$ cat src/rtl/bcd7_pkg.sv
package bcd7_pkg;
  localparam int SEG_N  = 7;
  localparam int CODE_W = 4;
  localparam int CODES  = 1 << CODE_W;

  typedef logic [SEG_N-1:0]  seg_t;
  typedef logic [CODE_W-1:0] bcd_t;

  // glyph for one code, segment a at bit 0; non-decimal codes are dark
  function automatic seg_t glyph(input bcd_t c);
    seg_t g;
    case (c)
      4'd0:    g = 7'h3F;
      4'd1:    g = 7'h06;
      4'd2:    g = 7'h5B;
      4'd3:    g = 7'h4F;
      4'd4:    g = 7'h66;
      4'd5:    g = 7'h6D;
      4'd6:    g = 7'h7D;
      4'd7:    g = 7'h07;
      4'd8:    g = 7'h7F;
      4'd9:    g = 7'h6F;
      default: g = 7'h00;
    endcase
    return g;
  endfunction

  // truth column of one segment across every code value
  function automatic logic [CODES-1:0] seg_column(input int s);
    logic [CODES-1:0] m;
    seg_t g;
    for (int c = 0; c < CODES; c++) begin
      g = glyph(bcd_t'(c));
      m[c] = g[s];
    end
    return m;
  endfunction
endpackage

$ cat src/rtl/digit_store.sv
module digit_store #(
  parameter int W = 4
) (
  input  logic         clk,
  input  logic         rst_n,
  input  logic         load,
  input  logic [W-1:0] d,
  output logic [W-1:0] q,
  output logic         shown
);
  always_ff @(posedge clk or negedge rst_n) begin
    if (!rst_n) begin
      q     <= '0;
      shown <= 1'b0;
    end else if (load) begin
      q     <= d;
      shown <= 1'b1;
    end
  end
endmodule

$ cat src/rtl/seg_decode.sv
module seg_decode
  import bcd7_pkg::*;
(
  input  bcd_t code,
  output seg_t seg
);
  for (genvar s = 0; s < SEG_N; s++) begin : g_seg
    localparam logic [CODES-1:0] COLUMN = seg_column(s);
    assign seg[s] = COLUMN[code];
  end
endmodule

$ cat src/rtl/seg_drive.sv
module seg_drive #(
  parameter int N = 8
) (
  input  logic [N-1:0] raw,
  input  logic         off,
  input  logic         phase,
  output logic [N-1:0] drv
);
  logic [N-1:0] gated;
  for (genvar i = 0; i < N; i++) begin : g_line
    assign gated[i] = raw[i] & ~off;
    assign drv[i]   = gated[i] ^ phase;
  end
endmodule

$ cat src/rtl/bcd_digit_driver.sv
module bcd_digit_driver
  import bcd7_pkg::*;
#(
  parameter int NUM_DIGITS = 6,
  parameter int DIGIT_POS  = 2,
  localparam int POS_W     = (NUM_DIGITS > 1) ? $clog2(NUM_DIGITS) : 1
) (
  input  logic             clk,
  input  logic             rst_n,
  input  logic [3:0]       bcd_in,
  input  logic             load,
  input  logic             blank,
  input  logic             phase,
  input  logic [POS_W-1:0] dp_pos,
  output logic [6:0]       seg_out,
  output logic             dp_out
);
  bcd_t stored_q;
  logic shown_q;
  seg_t seg_raw;
  logic dp_raw;
  logic [SEG_N:0] drv;

  digit_store #(.W(CODE_W)) u_store (
    .clk(clk), .rst_n(rst_n), .load(load), .d(bcd_in),
    .q(stored_q), .shown(shown_q)
  );

  seg_decode u_dec (.code(stored_q), .seg(seg_raw));

  assign dp_raw = (dp_pos == POS_W'(DIGIT_POS));

  seg_drive #(.N(SEG_N + 1)) u_drv (
    .raw({dp_raw, seg_raw}), .off(blank | ~shown_q), .phase(phase), .drv(drv)
  );

  assign seg_out = drv[SEG_N-1:0];
  assign dp_out  = drv[SEG_N];
endmodule

$ cat config.mk
export PLATFORM = sky130hd
export DESIGN_NAME = bcd_digit_driver
export DESIGN_NICKNAME = d
export VERILOG_FILES = /design/src/rtl/bcd7_pkg.sv /design/src/rtl/digit_store.sv /design/src/rtl/seg_decode.sv /design/src/rtl/seg_drive.sv /design/src/rtl/bcd_digit_driver.sv
export SDC_FILE = /design/constraint.sdc
export NUM_CORES = 1
export LEC_CHECK = 0
export ABC_AREA = 1
export BUFFER_PORTS_ARGS = -buffer_cell sky130_fd_sc_hd__buf_2
export CORE_AREA = 4 4 41 43
export DETAILED_ROUTE_END_ITERATION = 6
export DIE_AREA = 0 0 45 47
export PLACE_DENSITY_LB_ADDON = 0.15
export SLEW_MARGIN = 30
export SYNTH_ARGS = -nofsm -noshare
export SYNTH_HDL_FRONTEND = slang
export SYNTH_SLANG_ARGS = --single-unit
$ cat constraint.sdc
create_clock -name clk -period 2.1 [get_ports clk]
set_input_delay 0.21 -clock clk [delete_from_list [all_inputs] [get_ports clk]]
set_output_delay 0.21 -clock clk [all_outputs]
set_load 0.01 [all_outputs]
Yosys cells after proc, flatten, opt, wreduce, memory -nomap -nowiden
Memories as Yosys holds them, arrays and structs flattened.
Index checks and enable logic that the tools add are counted.

operators by class
  equality and inequality tests = 1
  muxes and demuxes = 7
  bitwise logic cells = 19
  magnitude comparators = 1

operators with widths
  cell                  number
  $and A1 B1 Y1         8
  $xor A1 B1 Y1         8
  $mux W1               7
  $lt A4 B5 Y1 const B  1
  $eq A3 B2 Y1 const B  1
  $not A1 Y1            2
  $or A1 B1 Y1          1

storage, ports and cells
  input port bits = 12
  memories kept = 7
  output and inout port bits = 8
  ROM bits = 112
  bits in registers = 5
  word-level logic and storage cells = 37

memories
  memory            depth  bits a word  rd ports  clocked after memory_dff  wr ports  line             text
  (name not given)  16     1            1         0                         0         seg_decode.sv:9  assign seg[s] = COLUMN[code];
  (name not given)  16     1            1         0                         0         seg_decode.sv:9
  (name not given)  16     1            1         0                         0         seg_decode.sv:9
  (name not given)  16     1            1         0                         0         seg_decode.sv:9
  (name not given)  16     1            1         0                         0         seg_decode.sv:9
  (name not given)  16     1            1         0                         0         seg_decode.sv:9
  1 more memories   -      -            -         -                         -         -

Logic depth before layout (Yosys ltp)
Gate-level depths: netlist of run 1.

  depth in word-level cells = 5
  depth in mapped cells = 8
  mapped depth without buffers = 8

Hierarchy
A second synthesis of run 1 with hierarchy kept.

unflattened totals
  cell total of the unflattened synthesis = 101
  area, all modules = 576.8 sq um

modules (own cells, without submodules)
  module            cells an instance  times used  sequential area each (sq um)  area each (sq um)
  seg_decode        41                 1           0.0                           215.2
  digit_store       19                 1           125.1                         180.2
  seg_drive         36                 1           0.0                           160.2
  bcd_digit_driver  5                  1           0.0                           21.3

Least setup slack after synthesis of run 1
No wires, ideal clock.

  path kind = register to output
  start point = register u_store.q[1]
  end point = output seg_out[3]
  buffers on the path = 0
  required time = 1.890 ns
  arrival = 1.090 ns
  stages on the path, launching flop included = 8
  path slack = 0.800 ns
  cells stage by stage = dfrtp_1 -> inv_1 -> ha_1 -> nand2_1 -> nand3_1 -> nand2_1 -> nand2_1 -> nand2_1

between the ends
  word-level cells in the longest chain between the ends = 4

RTL lines
  item                           line                    text
  start, declared                digit_store.sv:8        output logic [W-1:0] q,
  start signal, assigned         digit_store.sv:13       q <= '0;
  start signal, assigned         digit_store.sv:16       q <= d;
  $mem_v2 Z16 W1                 -
  $mux W1 (implied by the code)  seg_decode.sv:9
  $and A1 B1 Y1                  seg_drive.sv:11         assign gated[i] = raw[i] & ~off;
  $xor A1 B1 Y1                  seg_drive.sv:12         assign drv[i] = gated[i] ^ phase;
  end, declared                  bcd_digit_driver.sv:15  output logic [6:0] seg_out,

Every way passes these cells. The select of a mux whose other input is x is not followed.

Worst setup path after layout of run 1
Ends and elaborated chain as after synthesis.

==> results by group, run 1 <==
Worst setup path
  • CP most frequent cell: nand2_1
  • R2r startpoint: u_store.q[2]
  • CP top delay family: flip-flops
  • Crit path required time: 1890 ps
  • Stages on worst setup path: 8
  • CP arrival: about 1500 ps
  • CP Cell Sequence: inv_1 > ha_1 > nand2_1 > nand3_1 > nand2_1 > nand2_1 > nand2_1 > buf_2
  • Reg2Reg Capture Point: u_store.q[2]
  • Worst R2R Setup Slack: around 1300 ps
  • CP Launch Type: flop
  • CP max stage delay: approximately 400 ps
  • R2R depth: 2
  • Buffers & Inverters on Critical Path: 2
  • Worst-path maximum fanout: 5
  • Crit Path Category: reg -> out
  • CP max-delay cell: dfrtp_1
  • CP Capture Type: primary output

STA
  • Slew @ Worst Pin: around 420 ps
  • Worst slew margin: 0.721
  • Final Hold Viols: 0
  • Setup violators final: 0
  • RSZ-0062 raised after global routing: no
  • Final worst slack: 362 ps
  • Setup Skew: 0 ps
  • Crit path time final: ~1700 ps
  • Setup_tns: 0 ps
  • WHS: 177 ps
  • Final Cycle Share: 0.828
  • FMAX: around 580 MHz
  • Pins Over Slew Limit: 0

Route
  • Vias per cell: approximately 4.5
  • Initial DRC Count: 2
  • Vias: ~530
  • WL/cell: about 8.7 µm
  • DRC Markers: 0
  • Drt pass-1 iters: 2
  • ANT nets after route: 0
  • Post-Route WL: around 1.0 mm

Layout
  • Final Core Density: 0.480
  • Fillers: roughly 150
  • Non-filler instance count after layout: 119
  • Nets: roughly 120
  • Area Growth Syn to Fin: 24.8%
  • Fraction of layout cells with a size suffix above 1: 0.240
  • N_diodes: 0
  • Commonest cells after routing, fill and taps aside: nand2_1, buf_2, nand3_1, inv_1, dfrtp_1
  • Leading cell type in the layout, fill and taps excluded: nand2_1
  • Post-Layout Inst Area: between 600 and 700 µm²

Global routing
  • Overflow after GRT: 0
  • Largest net degree at the start of global routing: 13
  • First-pass GRT wire length: 1.75 mm
  • Initial antenna violation count: 0
  • GRT Resource Usage Total: 0.114
  • Vias in the first global route: approximately 480

Clock tree
  • Setup Buffers After CTS: 0
  • Clock root buffer: clkbuf_4
  • CTS resizes: 0
  • CTS Hold Bufs: 1
  • Clk_lat worst skew: between 200 and 250 ps
  • CTS buffer count: 3
  • Htree depth: 1
  • Sink Count: 5
  • Clock-pin transition on the worst setup and hold timing paths: 40 ps
  • TritonCTS clock tree: built
  • Longest Clk Path Bufs: 2

Worst hold path
  • HP Class: in -> reg
  • Hold path depth: 3
  • Hold EP: u_store.q[2]
  • Worst Min Path Start: bcd_in[2]

Synthesis
  • Cell taking the most area after synthesis: nand2_1
  • Post-synthesis cell area: ~500 µm²
  • Yosys top cell area share: 0.277
  • #FFs+latches synth: 5
  • Ranking of synthesized cells by area: nand2_1, dfrtp_1, nand3_1
  • Cells after Synth: slightly above 80
  • Syn Area/Cell: 6.03 µm²
  • Share of the yosys chip area belonging to registers: 0.250
  • Netlist cell types: 14
  • Syn Nets: 99
  • Yosys warns: 0

Placed design
  • Placed insts: about 110
  • Placed Area: about 590 µm²
  • IO buf count: 19
  • HPWL after DPL: just under 900 µm
  • Post-Place Worst Slack: approximately 610 ps
  • RePlAce Congestion: 0.752

Floorplan
  • Core Area: roughly 0.0013 mm²
  • Die ar.: 0.00212 mm²
  • Die height: between 40 and 50 µm
  • Initial Util: 0.385
  • IO Pins: 20
  • Die Wd: 45 µm
  • Num rows: 13

Power and ir drop
  • Peak supply drop: roughly 320 µV
  • Total power: 0.344 mW
  • Power Density: about 550 mW/mm²
  • Static Leak: around 0.37 nW

Run
  • Max cap viols: 0

Outcome
  • Status: finished, final reports clean
## per-layer routing
metal | track usage | routed length (µm) | up-vias
li1 | - | - | 299
met1 | 0.120 | 463 | 217
met2 | 0.206 | 512 | 13
met3 | 0.0115 | 60 | 2
met4 | 0.0877 | 5 | 0
met5 | 0 | 0 | -
## power breakdown
group	internal (mW)	leakage, nW	switching, mW
Clock	0.0717	0.0150	0.0367
Combinational	0.0493	0.296	0.0760
Sequential	0.104	0.0573	0.00699
## logic make-up (layout without fill, tap and decap cells)
group                      count (synthesis)  count (layout)  share of synthesized area
DFF                                        5               5                      0.250
AOI/OAI and AO/OA                          5               5                     0.0500
buffers and inverters                     13              34                      0.127
and+or+nand+nor                           56              56                      0.473
adders and majority gates                  4               4                      0.100
## worst max path at each step
stage / to / start
finish: seg_out[3] / u_store.q[1]
global route: seg_out[1] / u_store.q[2]
CTS: seg_out[3] / u_store.q[1]
detailed placement: seg_out[3] / u_store.q[1]
global placement: seg_out[3] / u_store.q[1]
floorplan: seg_out[3] / u_store.q[1]
## state kept, by name, indices dropped and copies added (netlist names)
name,cells
u_store.shown,1
u_store.q,4
## cells in the mapped netlist
| master | number |
|---|---|
| or2_2 | 1 |
| nand2_1 | 37 |
| nor3b_1 | 1 |
| nor2_2 | 1 |
| inv_2 | 1 |
| ha_1 | 4 |
| clkbuf_1 | 1 |
| nand3_1 | 14 |
| a21oi_1 | 1 |
| o21ai_0 | 4 |
| dfrtp_1 | 5 |
| inv_1 | 9 |
| nor2_1 | 2 |
| buf_6 | 2 |
## worst min-delay path, stage by stage
cell and delay [ps]:
buf_2 70, nand2_1 40, o21ai_0 50
## final cells by class
| cell class | count | area, µm² | area share |
|---|---|---|---|
| timing repair buffer | 20 | 105 | 0.168 |
| inverter | 10 | 37.5 | 0.0601 |
| sequential | 5 | 125 | 0.200 |
| multi-input combinational | 65 | 312 | 0.499 |
| clock buffer | 4 | 26.3 | 0.0421 |
| tap | 15 | 18.8 | 0.0301 |
Power figures use the tool's default switching activity.
==> inputs of run 2 (changes only) <==
Clock period 2.1 ns to 1.65 ns, I/O delays scaled along.
==> run 2 against run 1 <==
  * Flip-flop and latch count stayed put
  * Combinational power increased by 80%
  * Global-route usage down 0.16 points
  * Final area rose by 23%
  * Cell count rose by 5.0%
  * Critical path type unchanged
  * Non-clock buffer count is 5 higher
  * First-iteration DRC count grew to 3.0 times the previous value
  * Sequential share of layout area shrank 3.4 points
  * Via count up 8.5%
==> results by group, run 2 (synthesized netlist as in run 1, its figures left out) <==
Outcome
  • Status: finished, final reports clean (unchanged)

Power and ir drop
  • Internal power component: 0.322 mW (was 0.225 mW)
  • Psw: 0.188 mW (was 0.120 mW)
  • Combinational share of power: 0.442 (was 0.364)
  • Power Density: 666 mW/mm² (was 552 mW/mm²)
  • Clock share of power: 0.272 (was 0.315)
  • Sequential share of power: 0.286 (was 0.322)
  • Total power: 0.510 mW (was 0.344 mW)
  • Net Sw Frac: 0.369 (was 0.348)
  • Static Leak: 0.413 nW (was 0.368 nW)
  • Peak supply drop: 434 µV (was 317 µV)

STA
  • Pins Over Slew Limit: 0 (unchanged)
  • Slew @ Worst Pin: 255 ps (was 418 ps)
  • Setup Skew: 0 ps (unchanged)
  • Setup violators final: 0 (unchanged)
  • Final Hold Viols: 0 (unchanged)
  • Final Cycle Share: 0.971
  • RSZ-0062 raised after global routing: yes (was no)
  • Crit path time final: roughly 1600 ps
  • Setup_tns: 0 ps (unchanged)
  • Worst slew margin: 0.830 (was 0.721)
  • FMAX: 624 MHz

Worst hold path
  • Hold path depth: 3 (unchanged)
  • HP Class: in -> reg (unchanged)
  • Worst Min Path Start: bcd_in[3] (was bcd_in[2])
  • Hold EP: u_store.q[3] (was u_store.q[2])

Layout
  • Post-Layout Inst Area: 766 µm² (was 624 µm²)
  • Max FFs per register: 4 (unchanged)
  • Biggest registers after layout: u_store.q: 4 flops, u_store.shown: 1 flops (unchanged)
  • Nets: 127 (was 121)
  • N_diodes: 0 (unchanged)
  • Commonest cells after routing, fill and taps aside: nand2_1, buf_2, nand3_1, inv_1, nand3_2 (was nand2_1, buf_2, nand3_1, inv_1, dfrtp_1)
  • Area Growth Syn to Fin: 53.0% (was 24.8%)
  • Reg with most FFs: u_store.q (unchanged)
  • Fraction of layout cells with a size suffix above 1: 0.473 (was 0.240)
  • Leading cell type in the layout, fill and taps excluded: nand2_1 (unchanged)

Floorplan
  • Die Wd: 45 µm (unchanged)
  • Die ar.: 0.00212 mm² (unchanged)
  • Initial Util: 0.385 (unchanged)
  • Core Area: 0.00130 mm² (unchanged)
  • IO Pins: 20 (unchanged)
  • Die height: 47 µm (unchanged)
  • Num rows: 13 (unchanged)

Worst setup path
  • CP Launch Type: flop (unchanged)
  • Crit path required time: 1480 ps (was 1890 ps)
  • Reg2Reg Capture Point: u_store.q[2] (unchanged)
  • Worst R2R Setup Slack: 750 ps (was 1300 ps)
  • CP arrival: 1440 ps (was 1530 ps)
  • R2R depth: 2 (unchanged)
  • Worst-path maximum fanout: 5 (unchanged)
  • Crit Path Category: reg -> out (unchanged)
  • R2r startpoint: u_store.q[2] (unchanged)
  • CP Capture Type: primary output (unchanged)

Route
  • Initial DRC Count: 6 (was 2)
  • WL/cell: 10.2 µm (was 8.75 µm)
  • DRC Markers: 0 (unchanged)
  • Vias: 576 (was 531)
  • ANT nets after route: 0 (unchanged)
  • Post-Route WL: 1.27 mm (was 1.04 mm)
  • Drt pass-1 iters: 4 (was 2)
  • Vias per cell: 4.61 (was 4.46)

Placed design
  • RePlAce Congestion: 0.752 (unchanged)
  • Placed Area: 588 µm² (unchanged)
  • HPWL after DPL: 859 µm (was 868 µm)
  • IO buf count: 19 (unchanged)

Clock tree
  • Longest Clk Path Bufs: 2 (unchanged)
  • Clock root buffer: clkbuf_4 (unchanged)
  • Clock-pin transition on the worst setup and hold timing paths: 40 ps (about the same)
  • CTS buffer count: 3 (unchanged)
  • Sink Count: 5 (unchanged)
  • Clk_lat worst skew: 240 ps (about the same)
  • TritonCTS clock tree: built (unchanged)
  • Htree depth: 1 (unchanged)

Run
  • Max cap viols: 0 (unchanged)

Global routing
  • Busiest grt layer: met2 (unchanged)
  • Overflow after GRT: 0 (unchanged)
  • Largest net degree at the start of global routing: 13 (unchanged)
  • GRT Resource Usage Total: 0.112 (was 0.114)
  • First-pass GRT wire length: 1.74 mm (was 1.75 mm)
  • Met2 Track Usage GR: 0.201 (was 0.206)
  • Met3 Usage GRT: 0.0115 (unchanged)
  • Initial antenna violation count: 0 (unchanged)
  • Met1 Resource Use GR: 0.120 (unchanged)
  • Vias in the first global route: 478 (was 481)
## run 2: changes by cell type in the layout (fill, tap and decap cells not counted), sizes merged
cell,before,now
buf,19,24
nor2,3,4
## run 2: layout make-up
| type | instances | area [µm²] |
|---|---|---|
| multi-input cells | 66 | 407 |
| fillers | 141 | 536 |
| well taps | 15 | 18.8 |
| flip-flops and latches | 5 | 128 |
| repair buffers | 25 | 146 |
| clock buffers | 4 | 26.3 |
| inverters | 10 | 40.0 |
## run 2: stage by stage
stage	setup slack, ps	util	std cells	hold slack, ps
after floorplan	395	-	83	-131
after global placement	207	0.452	114	-16.0
after detailed placement	208	0.452	114	-17.6
after CTS	-1.22	0.495	120	124
after global routing	-38.8	0.588	125	132
final	47.1	0.588	125	133
## run 2: worst max-delay path, stage by stage (launching register included)
cell and delay, ps:
dfrtp_2 440, inv_2 110, ha_4 150, nand2_4 60, a21oi_2 160, nand2_1 60, nand2_1 50, nand2_1 40
buf_2 130
## run 2: worst max-delay path by stage
stage,to,depth (start not counted),from
detailed placement,seg_out[3],8,u_store.q[1]
floorplan,seg_out[3],7,u_store.q[1]
CTS,seg_out[6],9,u_store.q[1]
global placement,seg_out[3],8,u_store.q[1]
global route,seg_out[0],9,u_store.q[1]
finish,seg_out[4],8,u_store.q[1]
## run 2: repair_timing
action | in CTS | in global routing
hold buffers | 1 | 0
hold endpoints to repair | 5 | 0
buffers inserted | 1 | 4
cloned | 0 | 1
resized for setup | 5 | 22
pin swaps | 0 | 7
setup endpoints to repair | 6 | 7
## run 2: power by group through the flow
stage | Combinational (mW) | Sequential [mW] | Clock [mW]
floorplan | 0.115 | 0.141 | 0
global placement | 0.158 | 0.142 | 0
detailed placement | 0.160 | 0.143 | 0
CTS | 0.172 | 0.142 | 0.145
global route | 0.253 | 0.147 | 0.155
finish | 0.225 | 0.146 | 0.139
## run 2: layer usage
| metal | vias up | wire, µm |
|---|---|---|
| li1 | 312 | - |
| met1 | 251 | 510 |
| met2 | 13 | 699 |
| met3 | 0 | 63 |
| met4 | 0 | 0 |
| met5 | - | 0 |
